File: src/rtl/srl_pkg.sv
package srl_pkg;

  typedef enum logic [1:0] {
    ST_IDLE  = 2'd0,
    ST_SETUP = 2'd1,
    ST_ACT   = 2'd2,
    ST_HOLD  = 2'd3
  } srl_state_e;

  function automatic int unsigned max3(input int unsigned a, input int unsigned b,
                                       input int unsigned c);
    int unsigned m;
    m = (a > b) ? a : b;
    return (m > c) ? m : c;
  endfunction

  // ceil(ns / period) with a floor of one cycle
  function automatic int unsigned ns_to_cyc(input int unsigned ns, input int unsigned per);
    int unsigned c;
    c = (ns + per - 1) / per;
    return (c == 0) ? 1 : c;
  endfunction

endpackage

File: src/rtl/srl_rst_sync.sv
module srl_rst_sync (
  input  logic clk,
  input  logic rst_n_in,
  output logic rst_n_out
);
  logic [1:0] sync_q;

  always_ff @(posedge clk or negedge rst_n_in) begin
    if (!rst_n_in) sync_q <= 2'b00;
    else           sync_q <= {sync_q[0], 1'b1};
  end

  assign rst_n_out = sync_q[1];
endmodule

File: src/rtl/srl_phase_timer.sv
module srl_phase_timer #(
  parameter int CNT_W = 4
) (
  input  logic             clk,
  input  logic             rst_n,
  input  logic             load,
  input  logic [CNT_W-1:0] load_val,
  output logic             last
);
  logic [CNT_W-1:0] cnt_q, cnt_d;

  always_comb begin
    cnt_d = cnt_q;
    if (load)              cnt_d = load_val;
    else if (cnt_q != '0)  cnt_d = cnt_q - 1'b1;
  end

  always_ff @(posedge clk or negedge rst_n) begin
    if (!rst_n) cnt_q <= '0;
    else        cnt_q <= cnt_d;
  end

  assign last = (cnt_q == CNT_W'(1));
endmodule

File: src/rtl/srl_lane_capture.sv
module srl_lane_capture #(
  parameter int LANES = 2
) (
  input  logic               clk,
  input  logic               rst_n,
  input  logic               cap_en,
  input  logic [LANES-1:0]   lane_en,
  input  logic [LANES*8-1:0] bus_in,
  output logic [LANES*8-1:0] rdata
);
  for (genvar g = 0; g < LANES; g++) begin : g_lane
    logic [7:0] byte_q, byte_d;

    always_comb begin
      byte_d = byte_q;
      if (cap_en) byte_d = lane_en[g] ? bus_in[g*8 +: 8] : 8'h00;
    end

    always_ff @(posedge clk or negedge rst_n) begin
      if (!rst_n) byte_q <= 8'h00;
      else        byte_q <= byte_d;
    end

    assign rdata[g*8 +: 8] = byte_q;
  end
endmodule

File: src/rtl/sram_lane_ctrl.sv
module sram_lane_ctrl
  import srl_pkg::*;
#(
  parameter int ADDR_W            = 16,
  parameter int DATA_W            = 16,
  parameter int CLK_PERIOD_NS     = 10,
  parameter int T_WE_PULSE_NS     = 8,
  parameter int T_DATA_SETUP_NS   = 6,
  parameter int T_ADDR_TO_END_NS  = 7,
  parameter int T_READ_ACCESS_NS  = 10,
  parameter int T_OE_DATA_NS      = 4,
  parameter int T_LANE_DATA_NS    = 5
) (
  input  logic                  clk,
  input  logic                  rst_n,
  input  logic                  req_valid,
  output logic                  req_ready,
  input  logic                  req_write,
  input  logic [ADDR_W-1:0]     req_addr,
  input  logic [DATA_W-1:0]     req_wdata,
  input  logic [DATA_W/8-1:0]   req_mask,
  output logic                  rsp_valid,
  output logic [DATA_W-1:0]     rsp_rdata,
  output logic [ADDR_W-1:0]     mem_addr,
  output logic                  mem_ce_n,
  output logic                  mem_we_n,
  output logic                  mem_oe_n,
  output logic [DATA_W/8-1:0]   mem_lane_n,
  output logic [DATA_W-1:0]     mem_dq_out,
  output logic                  mem_dq_oe,
  input  logic [DATA_W-1:0]     mem_dq_in
);
  localparam int LANES  = DATA_W / 8;
  localparam int WR_CYC = ns_to_cyc(max3(T_WE_PULSE_NS, T_DATA_SETUP_NS, T_ADDR_TO_END_NS),
                                    CLK_PERIOD_NS);
  localparam int RD_CYC = ns_to_cyc(max3(T_READ_ACCESS_NS, T_OE_DATA_NS, T_LANE_DATA_NS),
                                    CLK_PERIOD_NS);
  localparam int MAX_CYC = (WR_CYC > RD_CYC) ? WR_CYC : RD_CYC;
  localparam int CNT_W   = $clog2(MAX_CYC + 1);

  logic rst_n_s;

  srl_rst_sync u_rst_sync (
    .clk      (clk),
    .rst_n_in (rst_n),
    .rst_n_out(rst_n_s)
  );

  // ---------------- sequencer state ----------------
  srl_state_e state_q, state_d;
  logic       accept;
  logic       tmr_last;
  logic       tmr_load;
  logic       cap_en;

  logic [ADDR_W-1:0] addr_q;
  logic [DATA_W-1:0] wdata_q;
  logic [LANES-1:0]  mask_q;
  logic              wr_q;
  logic [LANES-1:0]  mask_sel;

  assign req_ready = (state_q == ST_IDLE);
  assign accept    = req_valid && req_ready;
  assign mask_sel  = accept ? req_mask : mask_q;

  always_comb begin
    state_d = state_q;
    unique case (state_q)
      ST_IDLE:  if (accept)   state_d = ST_SETUP;
      ST_SETUP:               state_d = ST_ACT;
      ST_ACT:   if (tmr_last) state_d = ST_HOLD;
      ST_HOLD:                state_d = ST_IDLE;
      default:                state_d = ST_IDLE;
    endcase
  end

  always_ff @(posedge clk or negedge rst_n_s) begin
    if (!rst_n_s) state_q <= ST_IDLE;
    else          state_q <= state_d;
  end

  // request capture, clock-enabled by acceptance
  always_ff @(posedge clk or negedge rst_n_s) begin
    if (!rst_n_s) begin
      addr_q  <= '0;
      wdata_q <= '0;
      mask_q  <= '0;
      wr_q    <= 1'b0;
    end else if (accept) begin
      addr_q  <= req_addr;
      wdata_q <= req_wdata;
      mask_q  <= req_mask;
      wr_q    <= req_write;
    end
  end

  // ---------------- phase timer ----------------
  assign tmr_load = (state_q == ST_SETUP);

  srl_phase_timer #(.CNT_W(CNT_W)) u_timer (
    .clk     (clk),
    .rst_n   (rst_n_s),
    .load    (tmr_load),
    .load_val(wr_q ? CNT_W'(WR_CYC) : CNT_W'(RD_CYC)),
    .last    (tmr_last)
  );

  // ---------------- strobe registers ----------------
  logic             ce_n_d, we_n_d, oe_n_d, dq_oe_d;
  logic [LANES-1:0] lane_n_d;
  logic             ce_n_q, we_n_q, oe_n_q, dq_oe_q;
  logic [LANES-1:0] lane_n_q;

  always_comb begin
    ce_n_d   = !((state_d == ST_SETUP) || (state_d == ST_ACT));
    we_n_d   = !((state_d == ST_ACT) && wr_q);
    oe_n_d   = !((state_d == ST_ACT) && !wr_q);
    dq_oe_d  = (state_d == ST_ACT) && wr_q;
    lane_n_d = (state_d == ST_IDLE) ? {LANES{1'b1}} : ~mask_sel;
  end

  always_ff @(posedge clk or negedge rst_n_s) begin
    if (!rst_n_s) begin
      ce_n_q   <= 1'b1;
      we_n_q   <= 1'b1;
      oe_n_q   <= 1'b1;
      dq_oe_q  <= 1'b0;
      lane_n_q <= {LANES{1'b1}};
    end else begin
      ce_n_q   <= ce_n_d;
      we_n_q   <= we_n_d;
      oe_n_q   <= oe_n_d;
      dq_oe_q  <= dq_oe_d;
      lane_n_q <= lane_n_d;
    end
  end

  assign mem_ce_n   = ce_n_q;
  assign mem_we_n   = we_n_q;
  assign mem_oe_n   = oe_n_q;
  assign mem_dq_oe  = dq_oe_q;
  assign mem_lane_n = lane_n_q;
  assign mem_addr   = addr_q;
  assign mem_dq_out = wdata_q;

  // ---------------- read return ----------------
  logic rvalid_q;

  assign cap_en = (state_q == ST_ACT) && tmr_last && !wr_q;

  srl_lane_capture #(.LANES(LANES)) u_capture (
    .clk    (clk),
    .rst_n  (rst_n_s),
    .cap_en (cap_en),
    .lane_en(mask_q),
    .bus_in (mem_dq_in),
    .rdata  (rsp_rdata)
  );

  always_ff @(posedge clk or negedge rst_n_s) begin
    if (!rst_n_s) rvalid_q <= 1'b0;
    else          rvalid_q <= cap_en;
  end

  assign rsp_valid = rvalid_q;
endmodule

File: config.mk
export PLATFORM = sky130hd
export DESIGN_NAME = sram_lane_ctrl
export DESIGN_NICKNAME = d
export VERILOG_FILES = /design/src/rtl/srl_pkg.sv /design/src/rtl/srl_rst_sync.sv /design/src/rtl/srl_phase_timer.sv /design/src/rtl/srl_lane_capture.sv /design/src/rtl/sram_lane_ctrl.sv
export SDC_FILE = /design/constraint.sdc
export NUM_CORES = 1
export LEC_CHECK = 0
export BUFFER_PORTS_ARGS = -buffer_cell sky130_fd_sc_hd__buf_2
export CELL_PAD_IN_SITES_DETAIL_PLACEMENT = 1
export CELL_PAD_IN_SITES_GLOBAL_PLACEMENT = 1
export CORE_MARGIN = 2
export CORE_UTILIZATION = 39
export CTS_CLUSTER_DIAMETER = 80
export DETAILED_ROUTE_END_ITERATION = 8
export PLACE_DENSITY = 0.85
export SLEW_MARGIN = 25
export SYNTH_ARGS = -nofsm -noshare
export SYNTH_HDL_FRONTEND = slang
export SYNTH_SLANG_ARGS = --single-unit
File: constraint.sdc
create_clock -name clk -period 3.5 [get_ports clk]
set_input_delay 0.175 -clock clk [delete_from_list [all_inputs] [get_ports clk]]
set_output_delay 0.175 -clock clk [all_outputs]
set_load 0.005 [all_outputs]
==> results.ini, run 1 <==
[worst_setup_path]
crit_required_ns = 3.70
slowest_stage = nand2_2
max_stage_delay_ns = 0.58
worstSetupPathType = register to register
critPathArrivalTime_ns = 2.10
path_delay_family = simple AND/OR/NAND/NOR gates
cp-end-kind = register
cp_num_buf_inv = 1
startpoint_type = register
worstPathCellList = inv_1, ha_1, nand2_2, mux2_2
cp_max_fo = 33

[layout]
insertedDiodeCount = 0
syn2layout_area_growth_pct = 32.1
final_cell_mix = buf_2 (109), dfrtp_1 (57), mux2_2 (33)
fillers = 706
fin_nets = 353
final_common_cell = buf_2
drive_gt1_share_pct = 56.4

[timing]
hold_violations = 0
slew_headroom_pct = 49.3
fin_ws_ns = 1.60
setup_tns_ns = 0
clock_skew_ns = 0.0103
worstMarginPinSlew_ns = 0.758
drv_slew = 0
finalSetupViolations = 0
fin_crit_sh_pct = 54.3
grt_setup_unrepaired = false
timing.final.crit_period_ns = 1.90
fmax_mhz = 527

[clocking]
postCtsSetupRepairBufs = 0
htreeDepth = 3
cts_tree = yes
hold_buffers = 1
cts_buffer_depth = 2
clock_sinks = 63
cts_buffers = 9
clk_pin_slew_ns = 0.07
cts-resized-gates = 0
clkLatencyLatePin_ns = 0.32
cts_root_buffer = clkbuf_8

[die]
die_x_um = 84.2
die_y_um = 84.2
rows = 29
io-pin-count = 110
start_util_pct = 39.9
coreArea_sq_um = 6280
die_area_sq_um = 7090

[placement]
gp_congestion = 0.672
io_buffers = 109
place_ws_ns = 1.52
hpwl_mm = 4.01

[global_routing]
grt_max_degree = 54
grt_antenna_before_repair = 0
gr-total-overflow = 0
grt_use_total_pct = 16.0
grt_pass1_vias = 1902
grt_pass1_wl_mm = 8.87

[hold_path]
hold_path.class = primary input to register

[drt]
dr.pass1.iters = 4
drt_wl_total_mm = 5.35
via_per_inst = 4.63
post-route-drc-count = 0
ant_nets = 0
drtIter0Drc = 26
routed-via-count = 1737
wl_per_cell_um = 14.3

[synthesis]
syn_inst = 178
syn_area_sq_um = 2510
yosysSeqAreaShare_pct = 63.1
syn_avg_cell_area_sq_um = 14.1
synth_nets = 238
yosys_warnings = 0
ys_ff_latch = 63
synth.distinct_cells = 21

[power]
p_leak_nw = 1.87
powerDensity_nw_per_um2 = 426
ir_drop_mv = 0.267

[status]
status = completed

[flow_run]
maxCapViolCount = 0

final timing paths:
check | slack, ns | end | start | cells past startpoint
hold / removal | 0.08 | mem_addr[5] | req_addr[5] | 2
max in group asynchronous | 2.46 | mem_ce_n | u_rst_sync.sync_q[1] | 1
setup / recovery | 1.60 | mem_addr[12] | state_q[0] | 4
min in group asynchronous | 0.17 | u_rst_sync.sync_q[1] | rst_n | 2
setup reg to reg | 1.60 | mem_addr[12] | state_q[0] | 4
hold reg to reg | 0.36 | u_rst_sync.sync_q[1] | u_rst_sync.sync_q[0] | 0
kinds of logic (layout without fill, tap and decap cells):
| family | Yosys count | after routing | synth area share [%] |
|---|---|---|---|
| flip-flops | 63 | 63 | 63.1 |
| buffers and inverters | 27 | 147 | 5.69 |
| AND/OR/NAND/NOR | 26 | 26 | 4.89 |
| other | 1 | 1 | 0.150 |
| multiplexers | 49 | 49 | 21.2 |
| AO/OA/AOI/OAI | 6 | 6 | 1.95 |
| adder cells (fa/ha/maj) | 6 | 6 | 2.99 |
where the power goes:
part           internal [mW]  switching, mW  total (mW)
sequential             0.730         0.0115       0.741
combinational         0.0222         0.0115      0.0336
clock                  0.385          0.252       0.637
Yosys cell counts:
cell	n	area (sq um)
buf_6	4	45.0
mux2_2	33	372
nand2_1	17	63.8
nand2_2	1	6.26
ha_1	6	75.1
nor2b_1	1	6.26
or2_2	2	12.5
buf_8	1	15.0
a21boi_0	2	15.0
o32ai_1	1	8.76
o21bai_1	2	15.0
and3b_1	1	8.76
mux2i_1	16	160
conb_1	1	3.75
dfrtp_1	58	1450
and3_1	3	18.8
clkbuf_1	2	7.51
dfstp_2	5	131
inv_1	20	75.1
o32a_1	1	10.0
nand2b_1	1	6.26
state kept, by name, summed over array words and instances (netlist names):
name,cells
mem_lane_n,2
mem_oe_n,1
u_timer.last,1
rsp_valid,1
mask_q,2
mem_we_n,1
mem_dq_out,16
wr_q,1
mem_dq_oe,1
u_rst_sync.sync_q,2
mem_ce_n,1
mem_addr,16
state_q,2
u_capture.g_lane.byte_q,16
metrics by stage:
| stage | area [sq um] | instances | util [%] | hold slack, ns | total power [mW] |
|---|---|---|---|---|---|
| 2_1_floorplan | 2510 | 178 | - | -0.121 | 0.754 |
| 3_3_place_gp | 3090 | 358 | 49.2 | -0.0393 | 0.788 |
| 3_5_place_dp | 3090 | 358 | 49.3 | -0.0387 | 0.789 |
| 4_1_cts | 3310 | 375 | 52.8 | 0.0638 | 1.44 |
| 5_1_grt | 3310 | 375 | 52.8 | 0.0733 | 1.47 |
| 6_report | 3310 | 375 | 52.8 | 0.0811 | 1.41 |
metal layers:
metal	vias up	global-route usage, %	routed length (um)
li1	807	-	-
met1	859	18.5	2160
met2	66	27.0	2750
met3	5	5.60	397
met4	0	6.60	37
met5	-	0	0
cell type report:
cell class                      count  area [sq um]  area share, %
Clock buffer                       13           169           5.10
Tap cell                           77          96.3           2.91
Clock inverter                      3          40.0           1.21
Timing Repair Buffer              111           563           17.0
Inverter                           20          75.1           2.27
Multi-Input combinational cell     88           783           23.6
Sequential cell                    63          1590           47.9
(Power assumes the default switching activity.)
==> run 2, diff against run 1 <==
--- a/config.mk
+++ b/config.mk
@@ -9,10 +9,10 @@
 export CELL_PAD_IN_SITES_DETAIL_PLACEMENT = 1
 export CELL_PAD_IN_SITES_GLOBAL_PLACEMENT = 1
 export CORE_MARGIN = 2
-export CORE_UTILIZATION = 39
+export CORE_UTILIZATION = 36
 export CTS_CLUSTER_DIAMETER = 80
 export DETAILED_ROUTE_END_ITERATION = 8
-export PLACE_DENSITY = 0.85
+export PLACE_DENSITY = 0.79
 export SLEW_MARGIN = 25
 export SYNTH_ARGS = -nofsm -noshare
 export SYNTH_HDL_FRONTEND = slang
==> constraint.sdc (replaced) <==
create_clock -name clk -period 1.85 [get_ports clk]
set_input_delay 0.0925 -clock clk [delete_from_list [all_inputs] [get_ports clk]]
set_output_delay 0.0925 -clock clk [all_outputs]
set_load 0.005 [all_outputs]
==> run 2 against run 1 <==
Against the previous run:
- die area increased by 7.9%
- largest power group unchanged
- critical path depth increased by 2
- combinational power increased to 4.5 times the previous value
- wire length increased by 19%
- largest cell class unchanged
- sequential power increased by 88%
- power increased by 88%
- critical endpoint is now mem_lane_n[1]
- register-to-register slack got worse by 1.5 ns
- hold slack got worse by 0.066 ns
- final area increased by 13%
- core utilization increased by 2.6 points
==> results.ini, run 2 (synthesized netlist as in run 1, its figures left out) <==
[power]
powerDensity_nw_per_um2 = 709  ; was 426 nW/um^2
p_leak_nw = 2.05  ; was 1.87 nW
ir_drop_mv = 0.477  ; was 0.267 mV
power_mw = 2.65  ; was 1.41 mW

[die]
io-pin-count = 110  ; unchanged
start_util_pct = 37.1  ; was 39.9%
die_y_um = 87.5  ; was 84.2 um
die_area_sq_um = 7650  ; was 7090 sq um
rows = 30  ; was 29
die_x_um = 87.5  ; was 84.2 um
coreArea_sq_um = 6760  ; was 6280 sq um

[timing]
timing.final.crit_period_ns = 1.74  ; was 1.90 ns
clock_skew_ns = 0.0125  ; was 0.0103 ns
finalSetupViolations = 0  ; unchanged
fmax_mhz = 576  ; was 527 MHz
setup_tns_ns = 0  ; unchanged
hold-worst-slack_ns = 0.0152  ; was 0.0811 ns
drv_slew = 0  ; unchanged
fin_crit_sh_pct = 93.9  ; was 54.3%
hold_violations = 0  ; unchanged
grt_setup_unrepaired = false  ; unchanged

[flow_run]
maxCapViolCount = 0  ; unchanged

[layout]
final_cell_mix = buf_2 (109), dfrtp_1 (57), dlygate4sd3_1 (39)  ; was buf_2 (109), dfrtp_1 (57), mux2_2 (33)
fin_nets = 395  ; was 353
final_util_pct = 55.4  ; was 52.8%
insertedDiodeCount = 0  ; unchanged
syn2layout_area_growth_pct = 49.2  ; was 32.1%
drive_gt1_share_pct = 50.3  ; was 56.4%
final_area_sq_um = 3740  ; was 3310 sq um
final_common_cell = buf_2  ; unchanged

[clocking]
clk_pin_slew_ns = 0.06  ; was 0.07 ns
cts_tree = yes  ; unchanged
clock_sinks = 63  ; unchanged
htreeDepth = 3  ; unchanged
cts_buffer_depth = 2  ; unchanged
clkLatencyLatePin_ns = 0.34  ; was 0.32 ns
cts_root_buffer = clkbuf_8  ; unchanged
cts_buffers = 9  ; unchanged

[drt]
drt_wl_total_mm = 6.34  ; was 5.35 mm
post-route-drc-count = 0  ; unchanged
drtIter0Drc = 31  ; was 26
m1WireLength_mm = 2.45  ; was 2.16 mm
dr_wl_met3_um = 453  ; was 397 um
met2WireLength_mm = 3.40  ; was 2.75 mm
routed-via-count = 1902  ; was 1737
dr.pass1.iters = 3  ; was 4
ant_nets = 0  ; unchanged
via_per_inst = 4.53  ; was 4.63
top_layer_used = met4  ; unchanged
wl_per_cell_um = 15.1  ; was 14.3 um

[worst_setup_path]
crit_required_ns = 2.10  ; was 3.70 ns
cp_max_fo = 4  ; was 33
startpoint_type = register  ; unchanged
r2r-start = state_q[0]  ; unchanged
critPathArrivalTime_ns = 1.99  ; was 2.10 ns
critPathLaunch = state_q[0]  ; unchanged
cp-end-kind = register  ; unchanged
worstSetupPathType = register to register  ; unchanged

[placement]
placed_area_sq_um = 3160  ; was 3090 sq um
hpwl_mm = 4.20  ; was 4.01 mm
io_buffers = 109  ; unchanged
gp_congestion = 0.725  ; was 0.672

[global_routing]
grt_pass1_vias = 2110  ; was 1902
grt_max_degree = 34  ; was 54
grt_antenna_before_repair = 0  ; unchanged
grt_use_total_pct = 17.8  ; was 16.0%
gr-total-overflow = 0  ; unchanged
grt_pass1_wl_mm = 10.1  ; was 8.87 mm

[hold_path]
hold_path.class = primary input to register  ; unchanged
min_from = mem_dq_in[0]  ; was req_addr[5]

[status]
status = completed  ; unchanged

run 2: cell count changes in the layout (fill, tap and decap cells not counted), moves of 2 or more:
cell / delta
buf_12: +3
clkbuf_8: -3
clkinv_2: +2
dlygate4sd3_1: +38
run 2: through the flow:
step | instances | worst slack [ns]
after floorplan | 178 | 0.257
after global placement | 365 | 0.220
after detailed placement | 365 | 0.00567
after CTS | 420 | 0.0950
after global routing | 420 | 0.0181
final | 420 | 0.114
run 2: layout make-up:
cell class | instances | area [sq um]
clock inverters | 5 | 50.0
fillers | 699 | 3020
well taps | 80 | 100
inverters | 20 | 75.1
flip-flops and latches | 63 | 1580
clock buffers | 11 | 131
multi-input cells | 88 | 790
repair buffers | 153 | 1010
run 2: per-layer routing:
metal  GRT usage [%]  up-vias
met5               0        -
met3            6.45        4
met4            5.87        0
met2            31.7       65
li1                -      895
met1            19.5      938
run 2: worst max-delay path, stage by stage, from the launching register on:
cell and delay, ns:
dfrtp_1 0.41, inv_1 0.10, ha_1 0.26, and3_1 0.19, o32ai_2 0.35, ha_1 0.22
o21bai_1 0.12
run 2: worst paths after layout:
check | depth (start not counted) | slack (ns) | to
min in group asynchronous | 2 | 0.07 | u_rst_sync.sync_q[1]
max | 6 | 0.11 | mem_lane_n[1]
min reg2reg | 0 | 0.17 | u_capture.g_lane[1].byte_q[7]
min | 3 | 0.02 | u_capture.g_lane[0].byte_q[0]
max reg2reg | 6 | 0.11 | mem_lane_n[1]
max in group asynchronous | 1 | 1.07 | mem_oe_n
run 2: timing repair:
item,CTS,global route
setup endpoints to repair,2,0
hold buffers,39,0
resized for setup,1,0
setup buffers,0,0
hold endpoints to repair,40,0
run 2: power breakdown:
group | internal (mW) | total, mW | switching [mW] | leakage, nW
sequential | 1.38 | 1.39 | 0.00590 | 0.768
combinational | 0.0985 | 0.150 | 0.0518 | 1.18
clock | 0.614 | 1.12 | 0.503 | 0.0968
total | 2.09 | 2.65 | 0.561 | 2.05
